## src/rtl/fpc_pkg.sv

```systemverilog
package fpc_pkg;

    localparam int WORD_W = 32;

    // Word positions fixed by the frame layout (2 pad bytes, Ethernet, IPv4, UDP)
    localparam int W_ETYPE  = 3;
    localparam int W_TAG    = 4;
    localparam int W_IP     = 5;
    localparam int W_PORT   = 9;
    localparam int W_STREAM = 11;

    localparam logic [15:0]       RECOV_ETYPE = 16'hBEEE;
    localparam logic [WORD_W-1:0] RECOV_TAG   = 32'h6164_6472;

    typedef enum logic [1:0] {
        RT_NONE    = 2'd0,
        RT_FAST    = 2'd1,
        RT_RECOVER = 2'd2,
        RT_SLOW    = 2'd3
    } route_e;

    typedef enum logic [1:0] {
        ST_IDLE,
        ST_SCAN,
        ST_HOLD,
        ST_CLOSE
    } state_e;

endpackage

```

## src/rtl/fpc_word_counter.sv

```systemverilog
module fpc_word_counter #(
    parameter int IDX_W = 8
) (
    input  logic             clk,
    input  logic             rst_n,
    input  logic             accept,
    input  logic             sof,
    output logic [IDX_W-1:0] cur_idx
);

    localparam logic [IDX_W-1:0] IDX_MAX = '1;

    logic [IDX_W-1:0] cnt_q;

    assign cur_idx = sof ? '0 : cnt_q;

    always_ff @(posedge clk) begin
        if (!rst_n) begin
            cnt_q <= '0;
        end else if (accept) begin
            cnt_q <= (cur_idx == IDX_MAX) ? cur_idx : cur_idx + 1'b1;
        end
    end

endmodule

```

## src/rtl/fpc_field_capture.sv

```systemverilog
module fpc_field_capture
    import fpc_pkg::*;
#(
    parameter int                IDX_W       = 8,
    parameter logic [WORD_W-1:0] INVALID_HDR = '0
) (
    input  logic              clk,
    input  logic              rst_n,
    input  logic              accept,
    input  logic [IDX_W-1:0]  idx,
    input  logic [WORD_W-1:0] data,
    input  logic [15:0]       cfg_port,
    output logic              fast_hit,
    output logic              recov_hit,
    output logic [WORD_W-1:0] ip_now
);

    localparam logic [IDX_W-1:0] IX_ETYPE = IDX_W'(W_ETYPE);
    localparam logic [IDX_W-1:0] IX_TAG   = IDX_W'(W_TAG);
    localparam logic [IDX_W-1:0] IX_IP    = IDX_W'(W_IP);
    localparam logic [IDX_W-1:0] IX_PORT  = IDX_W'(W_PORT);

    logic              etype_q;
    logic              tag_q;
    logic              port_q;
    logic [WORD_W-1:0] ip_q;

    always_ff @(posedge clk) begin
        if (!rst_n) begin
            etype_q <= 1'b0;
            tag_q   <= 1'b0;
            port_q  <= 1'b0;
            ip_q    <= '0;
        end else if (accept) begin
            if (idx == '0) begin
                etype_q <= 1'b0;
                tag_q   <= 1'b0;
                port_q  <= 1'b0;
            end
            if (idx == IX_ETYPE) etype_q <= (data[15:0] == RECOV_ETYPE);
            if (idx == IX_TAG)   tag_q   <= (data == RECOV_TAG);
            if (idx == IX_IP)    ip_q    <= data;
            if (idx == IX_PORT)  port_q  <= (data[15:0] == cfg_port);
        end
    end

    // Meaningful when idx is the stream-header word
    assign fast_hit  = port_q && (data != INVALID_HDR);
    // Address word must have arrived (this cycle or earlier)
    assign recov_hit = etype_q && tag_q && (idx >= IX_IP);
    assign ip_now    = (idx == IX_IP) ? data : ip_q;

endmodule

```

## src/rtl/fp_frame_classifier.sv

```systemverilog
module fp_frame_classifier
    import fpc_pkg::*;
#(
    parameter int                IDX_W       = 8,
    parameter logic [WORD_W-1:0] INVALID_HDR = '0
) (
    input  logic              clk,
    input  logic              rst_n,
    input  logic              in_valid,
    input  logic              in_sof,
    input  logic              in_eof,
    input  logic [WORD_W-1:0] in_data,
    input  logic [15:0]       cfg_data_port,
    output logic              route_valid,
    output logic [1:0]        route,
    output logic              ip_set_stb,
    output logic [WORD_W-1:0] ip_set_value,
    output logic              slow_stb,
    output logic [IDX_W-1:0]  slow_len
);

    localparam logic [IDX_W-1:0] IX_STREAM = IDX_W'(W_STREAM);
    localparam logic [IDX_W-1:0] LEN_BIAS  = IDX_W'(3);

    state_e            state_q, state_d;
    route_e            route_q, route_calc, route_eff;
    logic              accept, decide_now;
    logic [IDX_W-1:0]  cur_idx;
    logic              fast_hit, recov_hit;
    logic [WORD_W-1:0] ip_now;

    assign accept = in_valid && (in_sof || state_q == ST_SCAN || state_q == ST_HOLD);

    fpc_word_counter #(.IDX_W(IDX_W)) u_cnt (
        .clk     (clk),
        .rst_n   (rst_n),
        .accept  (accept),
        .sof     (in_sof),
        .cur_idx (cur_idx)
    );

    fpc_field_capture #(.IDX_W(IDX_W), .INVALID_HDR(INVALID_HDR)) u_cap (
        .clk       (clk),
        .rst_n     (rst_n),
        .accept    (accept),
        .idx       (cur_idx),
        .data      (in_data),
        .cfg_port  (cfg_data_port),
        .fast_hit  (fast_hit),
        .recov_hit (recov_hit),
        .ip_now    (ip_now)
    );

    assign decide_now = accept && (in_sof || state_q == ST_SCAN)
                        && (in_eof || cur_idx == IX_STREAM);

    always_comb begin
        if (cur_idx == IX_STREAM && fast_hit) route_calc = RT_FAST;
        else if (recov_hit)                   route_calc = RT_RECOVER;
        else                                  route_calc = RT_SLOW;
        route_eff = decide_now ? route_calc : route_q;
    end

    // Next-state logic
    always_comb begin
        state_d = state_q;
        if (accept && in_sof) begin
            state_d = in_eof ? ST_CLOSE : ST_SCAN;
        end else begin
            unique case (state_q)
                ST_IDLE:  state_d = ST_IDLE;
                ST_SCAN: begin
                    if (accept && in_eof)                  state_d = ST_CLOSE;
                    else if (accept && cur_idx == IX_STREAM) state_d = ST_HOLD;
                end
                ST_HOLD: begin
                    if (accept && in_eof) state_d = ST_CLOSE;
                end
                ST_CLOSE: state_d = ST_IDLE;
            endcase
        end
    end

    // State register
    always_ff @(posedge clk) begin
        if (!rst_n) state_q <= ST_IDLE;
        else        state_q <= state_d;
    end

    // Output registers
    always_ff @(posedge clk) begin
        if (!rst_n) begin
            route_q      <= RT_NONE;
            ip_set_stb   <= 1'b0;
            ip_set_value <= '0;
            slow_stb     <= 1'b0;
            slow_len     <= '0;
        end else begin
            ip_set_stb <= 1'b0;
            slow_stb   <= 1'b0;
            if (state_d == ST_IDLE || (accept && in_sof)) route_q <= RT_NONE;
            if (decide_now) begin
                route_q <= route_calc;
                if (route_calc == RT_RECOVER) begin
                    ip_set_stb   <= 1'b1;
                    ip_set_value <= ip_now;
                end
            end
            if (accept && in_eof && route_eff == RT_SLOW) begin
                slow_stb <= 1'b1;
                slow_len <= (cur_idx >= LEN_BIAS) ? cur_idx - LEN_BIAS : '0;
            end
        end
    end

    assign route_valid = (state_q == ST_HOLD) || (state_q == ST_CLOSE);
    assign route       = route_q;

    // a decided route never reads as "none"
    a_r9_valid_has_route: assert property (@(posedge clk) disable iff (!rst_n)
        route_valid |-> route_q != RT_NONE);

    // route held while the frame stays open
    a_r9_route_held: assert property (@(posedge clk) disable iff (!rst_n)
        (state_q == ST_HOLD && !(in_valid && in_sof)) |=> $stable(route_q));

    // address strobe only for recovery frames, single cycle
    a_r4_ip_only_recover: assert property (@(posedge clk) disable iff (!rst_n)
        ip_set_stb |-> (route_q == RT_RECOVER && route_valid));

    a_r4_ip_single_pulse: assert property (@(posedge clk) disable iff (!rst_n)
        ip_set_stb |=> !ip_set_stb);

    // slow-path strobe only in the closing cycle of a slow frame
    a_r7_slow_in_close: assert property (@(posedge clk) disable iff (!rst_n)
        slow_stb |-> (state_q == ST_CLOSE && route_q == RT_SLOW));

endmodule

```

## config.mk

```make
export PLATFORM = sky130hd
export DESIGN_NAME = fp_frame_classifier
export DESIGN_NICKNAME = d
export VERILOG_FILES = /design/src/rtl/fpc_pkg.sv /design/src/rtl/fpc_word_counter.sv /design/src/rtl/fpc_field_capture.sv /design/src/rtl/fp_frame_classifier.sv
export SDC_FILE = /design/constraint.sdc
export NUM_CORES = 1
export LEC_CHECK = 0
export BUFFER_PORTS_ARGS = -buffer_cell sky130_fd_sc_hd__buf_2
export CAP_MARGIN = 25
export CORE_MARGIN = 5
export CORE_UTILIZATION = 58
export DETAILED_ROUTE_END_ITERATION = 10
export GPL_TIMING_DRIVEN = 0
export PLACE_DENSITY = 0.85
export REMOVE_ABC_BUFFERS = 1
export SLEW_MARGIN = 20
export SYNTH_ARGS = -nofsm -noshare
export SYNTH_HDL_FRONTEND = slang
export SYNTH_SLANG_ARGS = --single-unit
```

## constraint.sdc

```tcl
create_clock -name clk -period 5.27 [get_ports clk]
set_input_delay 1.054 -clock clk [delete_from_list [all_inputs] [get_ports clk]]
set_output_delay 1.054 -clock clk [all_outputs]
set_load 0.05 [all_outputs]
```

==> results.ini, run 1 <==
[run_status]
status = complete, no violations

[detailed_routing]
first_iter_violations = 186
vias_per_cell = 5.83
detail-route-antenna-nets = 0
first_pass_iters = 6
drc = 0
detail_route.wl_per_cell_microns = 16.2
vias = 3966
finalWirelength_mm = 11.0

[cts]
cts_resized = 0
cts_tree = done
cts_root_buffer = clkbuf_8
cts_made_buffers = 9
cts_max_level = 3
cts_buffer_depth = 2
clk_pin_slew_ns = 0.08
cts_sinks = 89
ctsHoldBuffers = 0
postCtsSetupBuffers = 0
clkLatencyLatePin_ns = 0.36

[sta]
holdWs_ns = 0.460
final.period_utilization_pct = 64.7
slew_viol_final = 0
final.setup.tns_ns = 0
max_slew_margin_pct = 43.5
skew_ns = 0.00880
tightest_slew_ns = 0.847
fmax_ghz = 0.294
hold_viol_final = 0
setup_viol = 0
rsz0062_at_grt = false
min_period_ns = 3.41

[synth]
synth_edf_count = 0
syn_area_sq_um = 4360
synth_area_per_cell_sq_um = 8.66
synthArstFlopShare_pct = 0
ys_seq_area_share_pct = 40.8
synth_top_area_share_pct = 40.8
synthTopCellsByArea = dfxtp_1, mux2i_1, nand2_1
ys_types = 56
netlist_instances = 504
ys_ff_latch = 89
yosys_most_used_dff = dfxtp_1
ys_warn_count = 0
yosysTopAreaCell = dfxtp_1

[global_route]
grt_pass1_vias = 3844
grtUsageTotal_pct = 23.5
grt_max_degree = 81
grt_pass1_wl_mm = 18.5
gr-total-overflow = 0
antenna_found_initial = 1

[worst_setup_path]
crit_required_ns = 5.54
endpoint_kind = flip-flop
crit_slowest_cell = nor3_4
worstPathArrival_ns = 3.68
critPathKind = in -> reg
crit_chain = buf_2, inv_1, nand2_1, ha_1, inv_1, o21ai_0, a211o_1, nor3_4, buf_8, buf_8, nor2_1, a211oi_1
startpoint_type = primary input
critPathMaxFanout = 22
slowest_delay_ns = 0.49

[power]
irDropWorstVdd_uv = 168
p_leak_nw = 1.85
total_power_w = 0.00125
p_per_area_nw_per_um2 = 250

[floorplanning]
die_w_microns = 96.7
core.rowCount = 31
start_util_pct = 59.8
core_sq_um = 7290
boundaryPins = 98
die_y_microns = 96.7
dieArea_sq_um = 9360

[hold_path]
hold_path.class = reg -> reg

[layout]
utilization_pct = 68.5
nNetsFinal = 631
diodes = 0
drive_gt1_share_pct = 24.3
area_delta_synth_final_pct = 14.5

[place]
io_buffers = 97
dpl.hpwl_mm = 7.85
place.gp.congestion = 0.866

[flow_run]
maxCapViolCount = 0

-- worst paths after layout --
check | startpoint | end | slack (ns) | cells past startpoint
worst max-delay path | in_sof | ip_set_value[24] | 1.86 | 12
worst max register to register | u_cnt.cnt_q[4] | ip_set_value[24] | 2.41 | 8
worst min-delay path | u_cap.ip_q[18] | u_cap.ip_q[18] | 0.46 | 2
worst min register to register | u_cap.ip_q[18] | u_cap.ip_q[18] | 0.46 | 2
-- sequential cells by signal, indices dropped and copies added, names as in the netlist, 2 cells and up --
signal / count
ip_set_value: 32
route: 2
slow_len: 8
state_q: 2
u_cap.ip_q: 32
u_cnt.cnt_q: 8
-- power breakdown --
group	switching (W)	internal [W]	leakage (nW)
Clock	0.000242	0.000229	0.0981
Combinational	0.0000650	0.0000353	1.03
Sequential	0.00000354	0.000674	0.717
-- per-stage QoR --
stage | area (sq um) | cells | setup WS (ns)
after floorplan | 4120 | 465 | 0.775
after global placement | 4720 | 661 | -0.394
after detailed placement | 4800 | 665 | 1.50
after CTS | 5000 | 680 | 1.87
after global routing | 5000 | 680 | 1.60
final | 5000 | 680 | 1.86
-- synth_stat cells, types with 8 or more instances --
cell type  count
xor2_1         9
nor2_1        49
clkbuf_1      20
xnor2_1        8
o21ai_0       10
nand2_1       88
a211oi_1      23
dfxtp_1       89
a211oi_2      10
nor4_1        13
mux2i_1       42
nand4_1        8
a21oi_1       42
-- logic make-up (layout without fill, tap and decap cells) --
family / count (synthesis) / after routing / share of synthesized area (%)
XOR/XNOR: 17 / 17 / 3.41
AO/OA/AOI/OAI: 108 / 108 / 17.2
AND/OR/NAND/NOR: 202 / 202 / 22.0
multiplexers: 44 / 44 / 10.1
flip-flops: 89 / 89 / 40.8
buffers and inverters: 43 / 120 / 6.05
adder cells (fa/ha/maj): 1 / 1 / 0.287
-- cell type report --
class | count | area, sq um
Multi-Input combinational cell | 372 | 2330
Fill cell | 595 | 2300
Sequential cell | 89 | 1780
Timing Repair Buffer | 101 | 551
Clock buffer | 10 | 138
Tap cell | 99 | 124
Clock inverter | 5 | 56.3
Inverter | 4 | 17.5
-- per-layer routing --
layer  track usage, %  part of all wire, %  vias up
met2             39.5                   49      152
li1                 -                    -     1933
met5                0                 0.10        -
met1             28.1                   40     1858
met3             8.42                  8.7       21
met4             7.45                  2.1        2
-- critical path, delay by kind of cell --
kind                       cells  cell delay, ns
buffers and inverters          5            1.01
and+or+nand+nor                3            0.64
AOI/OAI and AO/OA              3            0.70
adders and majority gates      1            0.26
-- cell usage in the layout, fill, tap and decap left out, types with 4 or more instances in the layout --
master | synthesis | final
nand2b_1 | 4 | 4
buf_2 | 7 | 97
nor2b_1 | 4 | 4
a211oi_1 | 23 | 23
xor2_1 | 9 | 9
nor4_1 | 13 | 13
mux2i_1 | 42 | 42
a21oi_1 | 42 | 42
xnor2_1 | 8 | 8
a211oi_2 | 10 | 10
nor2_1 | 49 | 49
nand3_1 | 7 | 7
o21ai_0 | 10 | 10
clkbuf_8 | 0 | 10
nand4_1 | 8 | 8
nand2_1 | 88 | 87
nor3_1 | 6 | 6
dfxtp_1 | 89 | 89
No activity file was read; power rests on OpenSTA's default activity.
==> inputs of run 2 (changes only) <==
--- a/config.mk
+++ b/config.mk
@@ -5,13 +5,14 @@
 export SDC_FILE = /design/constraint.sdc
 export NUM_CORES = 1
 export LEC_CHECK = 0
+export ABC_AREA = 1
 export BUFFER_PORTS_ARGS = -buffer_cell sky130_fd_sc_hd__buf_2
 export CAP_MARGIN = 25
 export CORE_MARGIN = 5
-export CORE_UTILIZATION = 58
+export CORE_UTILIZATION = 50
 export DETAILED_ROUTE_END_ITERATION = 10
 export GPL_TIMING_DRIVEN = 0
-export PLACE_DENSITY = 0.85
+export PLACE_DENSITY = 0.77
 export REMOVE_ABC_BUFFERS = 1
 export SLEW_MARGIN = 20
 export SYNTH_ARGS = -nofsm -noshare
==> constraint.sdc (replaced) <==
create_clock -name clk -period 2.75 [get_ports clk]
set_input_delay 0.55 -clock clk [delete_from_list [all_inputs] [get_ports clk]]
set_output_delay 0.55 -clock clk [all_outputs]
set_load 0.05 [all_outputs]
==> run 2 against run 1 <==
  * Worst setup slack worse by 1.6 ns
  * Combinational power rose to 4.7 times the previous value
  * Hold slack improved by 0.0054 ns
  * Synthesized cell count rose by 44%
  * Clock power is 78% higher
  * Via count up 23%
  * Area after synthesis grew 6.3%
==> results.ini, run 2 <==
[synth]
synth_edf_count = 0
synthArstFlopShare_pct = 0
yosys_most_used_dff = dfxtp_1
ys_types = 33
ys_ff_latch = 89
ys_warn_count = 0
synth_top_area_share_pct = 38.4
synth_commonest_cells = nand2_1, nor2_1, inv_1
ys_seq_area_share_pct = 38.4
yosysMostFrequentCell = nand2_1
syn_area_sq_um = 4640
yosysTopAreaCell = dfxtp_1
synth_area_per_cell_sq_um = 6.40
netlist_instances = 725
synthTopCellsByArea = dfxtp_1, nand2_1, nor2_1

[cts]
cts_sinks = 89
cts_root_buffer = clkbuf_8
clkLatencyLatePin_ns = 0.37
cts_tree = done
cts_made_buffers = 9
ctsHoldBuffers = 0
clk_pin_slew_ns = 0.10
cts_buffer_depth = 2
cts_max_level = 3

[detailed_routing]
finalWirelength_mm = 12.5
vias_per_cell = 5.29
first_iter_violations = 367
detail_route.wl_per_cell_microns = 13.5
detail-route-antenna-nets = 0
first_pass_iters = 5
drc = 0
vias = 4880

[worst_setup_path]
critPathMaxFanout = 36
worst_path_most_repeated_cell = nand2_1
crit_chain = buf_2, inv_2, nand3_1, nor2_2, nand2_4, a21boi_4, nand3_4, nor2_4, nand2_1, nand2_1
crit_slowest_cell = nor2_4
crit_required_ns = 3.07
slowest_delay_ns = 0.58
endpoint_kind = flip-flop
worstPathArrival_ns = 2.85
critPathKind = in -> reg
startpoint_type = primary input

[sta]
min_period_ns = 2.53
fmax_ghz = 0.395
holdWs_ns = 0.465
slew_viol_final = 0
skew_ns = 0.0168
tightest_slew_ns = 0.930
rsz0062_at_grt = false
max_slew_margin_pct = 38.0
hold_viol_final = 0
setup_viol = 0
final.period_utilization_pct = 92.0

[global_route]
grt_pass1_vias = 4479
grt_max_degree = 50
antenna_found_initial = 0
grtUsageTotal_pct = 21.7
grt_pass1_wl_mm = 20.1
gr-total-overflow = 0

[layout]
fin_cells = 923
nNetsFinal = 861
area_delta_synth_final_pct = 16.7
fin_area_sq_um = 5410
most-common-layout-cells = nand2_1, nor2_1, inv_1
utilization_pct = 59.2
layout_commonest_cell = nand2_1
reg.largest.list = ip_set_value (32), u_cap.ip_q (32)
drive_gt1_share_pct = 17.9
diodes = 0

[power]
total_power_w = 0.00269
internal-power_w = 0.00185
switching_share_pct = 31.3
clkPwrFrac_pct = 31.1
power_switching_w = 0.000845
p_per_area_nw_per_um2 = 498
irDropWorstVdd_uv = 246
comb_power_share_pct = 17.5
p_leak_nw = 2.93
seqPwrFrac_pct = 51.4

[floorplanning]
die_w_microns = 106
core.rowCount = 35
die_y_microns = 106
start_util_pct = 50.7
boundaryPins = 98
core_sq_um = 9150
dieArea_sq_um = 11300

[place]
place.gp.congestion = 0.887
io_buffers = 97
post_dp_cell_area_sq_um = 5190
dp_cells = 904
dpl.hpwl_mm = 8.63

[flow_run]
maxCapViolCount = 0

[hold_path]
hold_path.class = in -> reg

[run_status]
status = complete, no violations

## run 2: changes by cell type in the layout (fill, tap and decap cells not counted), sizes merged, moves of 10 or more
cell and delta:
mux2i -42, a21oi -12, nor4 -10, inv +100, nand3 +41, a211oi -33, nor2 +69, nand2 +99
o21ai +64
## run 2: metal layers
metal | vias to the layer above | global-route usage [%] | wire length (microns)
met5 | - | 0 | 0
met4 | 0 | 8.51 | 253
met3 | 20 | 4.25 | 892
met2 | 184 | 37.1 | 6010
met1 | 2252 | 26.8 | 5310
li1 | 2424 | - | -
## run 2: worst paths after layout
check,depth (start not counted),to,slack (ns),startpoint
max reg2reg,10,u_cap.tag_q,0.40,state_q[1]
min,3,state_q[1],0.47,in_eof
max,10,ip_set_value[27],0.22,in_sof
min reg2reg,2,ip_set_value[8],0.47,ip_set_value[8]
## run 2: worst max-delay path, delay by kind of cell
kind	cells	cell delay, ns
simple gates	7	1.72
compound gates	1	0.19
buf+inv	2	0.38
## run 2: stage by stage
step	setup TNS [ns]	worst slack [ns]
2_1_floorplan	-35.76	-1.00
3_3_place_gp	-129.11	-2.66
3_5_place_dp	-11.38	-0.404
4_1_cts	0	0.0629
5_1_grt	0	0.0381
6_report	0	0.221
## run 2: cell families after synthesis
group / count (synthesis) / share of synthesized area, %
xor+xnor: 9 / 1.70
flops: 89 / 38.4
buf+inv: 135 / 11.6
compound gates: 109 / 12.4
simple gates: 382 / 35.7
fa+ha+maj: 1 / 0.270
## run 2: cell type report
class                   count  area [sq um]
clock inverters             7          56.3
flip-flops and latches     89          1780
repair buffers            101           576
well taps                 111           139
inverters                 103           387
fillers                   874          3740
multi-input cells         503          2350
clock buffers               9           124
## run 2: repair_timing
item,4_1_cts,5_1_grt
setup buffers,0,1
pin swaps,1,2
resized for setup,0,1
cloned,1,1
setup endpoints to repair,4,20
## run 2: power groups by stage
| stage | clock network [W] | registers [W] | logic (W) |
|---|---|---|---|
| final | 0.000838 | 0.00138 | 0.000472 |
| after detailed placement | 0 | 0.00141 | 0.000460 |
| after global routing | 0.000906 | 0.00139 | 0.000532 |
| after floorplan | 0 | 0.00142 | 0.000290 |
| after global placement | 0 | 0.00141 | 0.000431 |
| after CTS | 0.000862 | 0.00138 | 0.000463 |
==> inputs of run 3 (changes only) <==
--- a/config.mk
+++ b/config.mk
@@ -9,10 +9,10 @@
 export BUFFER_PORTS_ARGS = -buffer_cell sky130_fd_sc_hd__buf_2
 export CAP_MARGIN = 25
 export CORE_MARGIN = 5
-export CORE_UTILIZATION = 50
+export CORE_UTILIZATION = 31
+export CTS_BUF_LIST = sky130_fd_sc_hd__clkbuf_8
 export DETAILED_ROUTE_END_ITERATION = 10
 export GPL_TIMING_DRIVEN = 0
-export PLACE_DENSITY = 0.77
 export REMOVE_ABC_BUFFERS = 1
 export SLEW_MARGIN = 20
 export SYNTH_ARGS = -nofsm -noshare
==> run 3 against run 2 <==
  * Final area rose by 2.7%
  * Power is 2.9% higher
  * Sequential share of layout area fell by 0.86 points
  * Worst setup slack improved by 0.14 ns
  * Combinational power fell by 2%
==> results.ini, run 3 (synthesis results as in run 2) <==
[run_status]
status = complete, no violations

[power]
p_leak_nw = 2.97
total_power_w = 0.00277
irDropWorstVdd_uv = 182
p_per_area_nw_per_um2 = 499

[cts]
cts_max_level = 3
clk_pin_slew_ns = 0.09
cts_tree = done
cts_made_buffers = 9
cts_buffer_depth = 2
clkLatencyLatePin_ns = 0.36
cts_root_buffer = clkbuf_8
cts_sinks = 89

[detailed_routing]
detail_route.wl_per_cell_microns = 13.3
detail-route-antenna-nets = 0
vias_per_cell = 4.56
finalWirelength_mm = 13.3
first_iter_violations = 341
vias = 4559
drc = 0
first_pass_iters = 5

[floorplanning]
boundaryPins = 98
start_util_pct = 31.8
dieArea_sq_um = 17500
core.rowCount = 44
die_y_microns = 132
die_w_microns = 132
core_sq_um = 14600

[layout]
area_delta_synth_final_pct = 19.8
fin_area_sq_um = 5560
reg.largest.list = ip_set_value (32), u_cap.ip_q (32)
drive_gt1_share_pct = 18.0
most-common-layout-cells = nand2_1, nor2_1, inv_1
nNetsFinal = 864
layout_commonest_cell = nand2_1

[global_route]
grt_max_degree = 50
antenna_found_initial = 1
grtUsageTotal_pct = 15.2
grt_pass1_wl_mm = 21.9
grt_pass1_vias = 4205
gr-total-overflow = 0

[sta]
rsz0062_at_grt = false
final.period_utilization_pct = 86.7
min_period_ns = 2.39
fmax_ghz = 0.419
slew_viol_final = 0
setup_viol = 0
skew_ns = 0.0109
hold_viol_final = 0
tightest_slew_ns = 0.961
max_slew_margin_pct = 35.9

[worst_setup_path]
crit_required_ns = 3.05
critPathKind = reg -> reg
startpoint_type = flip-flop
slowest_delay_ns = 0.60
crit_slowest_cell = o21ai_4
worstPathArrival_ns = 2.69
crit_chain = inv_2, nand2_1, nand2_1, inv_1, o21ai_4, inv_2, nor3_1, o21ai_0, a21oi_1
endpoint_kind = flip-flop
critPathMaxFanout = 40

[place]
post_dp_cell_area_sq_um = 5300
dpl.hpwl_mm = 9.34
place.gp.congestion = 0.823
io_buffers = 97

[hold_path]
hold_path.class = reg -> reg

[flow_run]
maxCapViolCount = 0

run 3: worst paths after layout:
| kind | start | end | slack, ns | cells after the start |
|---|---|---|---|---|
| setup reg to reg | state_q[1] | u_cap.tag_q | 0.36 | 9 |
| hold / removal | ip_set_value[7] | ip_set_value[7] | 0.47 | 2 |
| setup / recovery | state_q[1] | u_cap.tag_q | 0.36 | 9 |
| hold reg to reg | ip_set_value[7] | ip_set_value[7] | 0.47 | 2 |
run 3: power by group:
group	switching (W)	internal [W]	total [W]
sequential	0.0000318	0.00135	0.00138
combinational	0.000303	0.000159	0.000463
clock	0.000487	0.000441	0.000928
run 3: critical path: cells and delay by family (launching register included):
family          cells  cell delay [ns]
flops               1             0.34
buf+inv             3             0.64
simple gates        3             0.48
compound gates      3             0.87
run 3: metrics by stage:
| stage | util (%) | cells | setup WS, ns | hold WS, ns | setup TNS (ns) |
|---|---|---|---|---|---|
| after global placement | 35.7 | 974 | -3.00 | 0.453 | -148.19 |
| after global routing | 38.1 | 1000 | 0.134 | 0.479 | 0 |
| after floorplan | - | 693 | -1.00 | 0.440 | -35.76 |
| after CTS | 37.7 | 994 | 0.160 | 0.446 | 0 |
| final | 38.1 | 1000 | 0.365 | 0.470 | 0 |
| after detailed placement | 36.3 | 977 | -0.451 | 0.457 | -12.80 |
run 3: timing repair:
action,4_1_cts,5_1_grt
setup buffers,0,5
setup endpoints to repair,8,14
gates resized for setup,1,0
hold buffers,0,0
gates cloned,1,0
pin swaps,0,2
run 3: layout make-up:
class | instances | area (sq um)
fillers | 1601 | 9030
multi-input cells | 502 | 2340
flip-flops and latches | 89 | 1780
repair buffers | 105 | 618
inverters | 103 | 387
well taps | 184 | 230
clock buffers | 10 | 138
clock inverters | 6 | 60.1
diodes | 1 | 2.50
run 3: per-layer routing:
| layer | GRT usage, % | wire length [microns] |
|---|---|---|
| met1 | 21.1 | 6740 |
| met2 | 23.4 | 5650 |
| met3 | 3.24 | 712 |
| met4 | 4.92 | 229 |
| met5 | 0 | 0 |
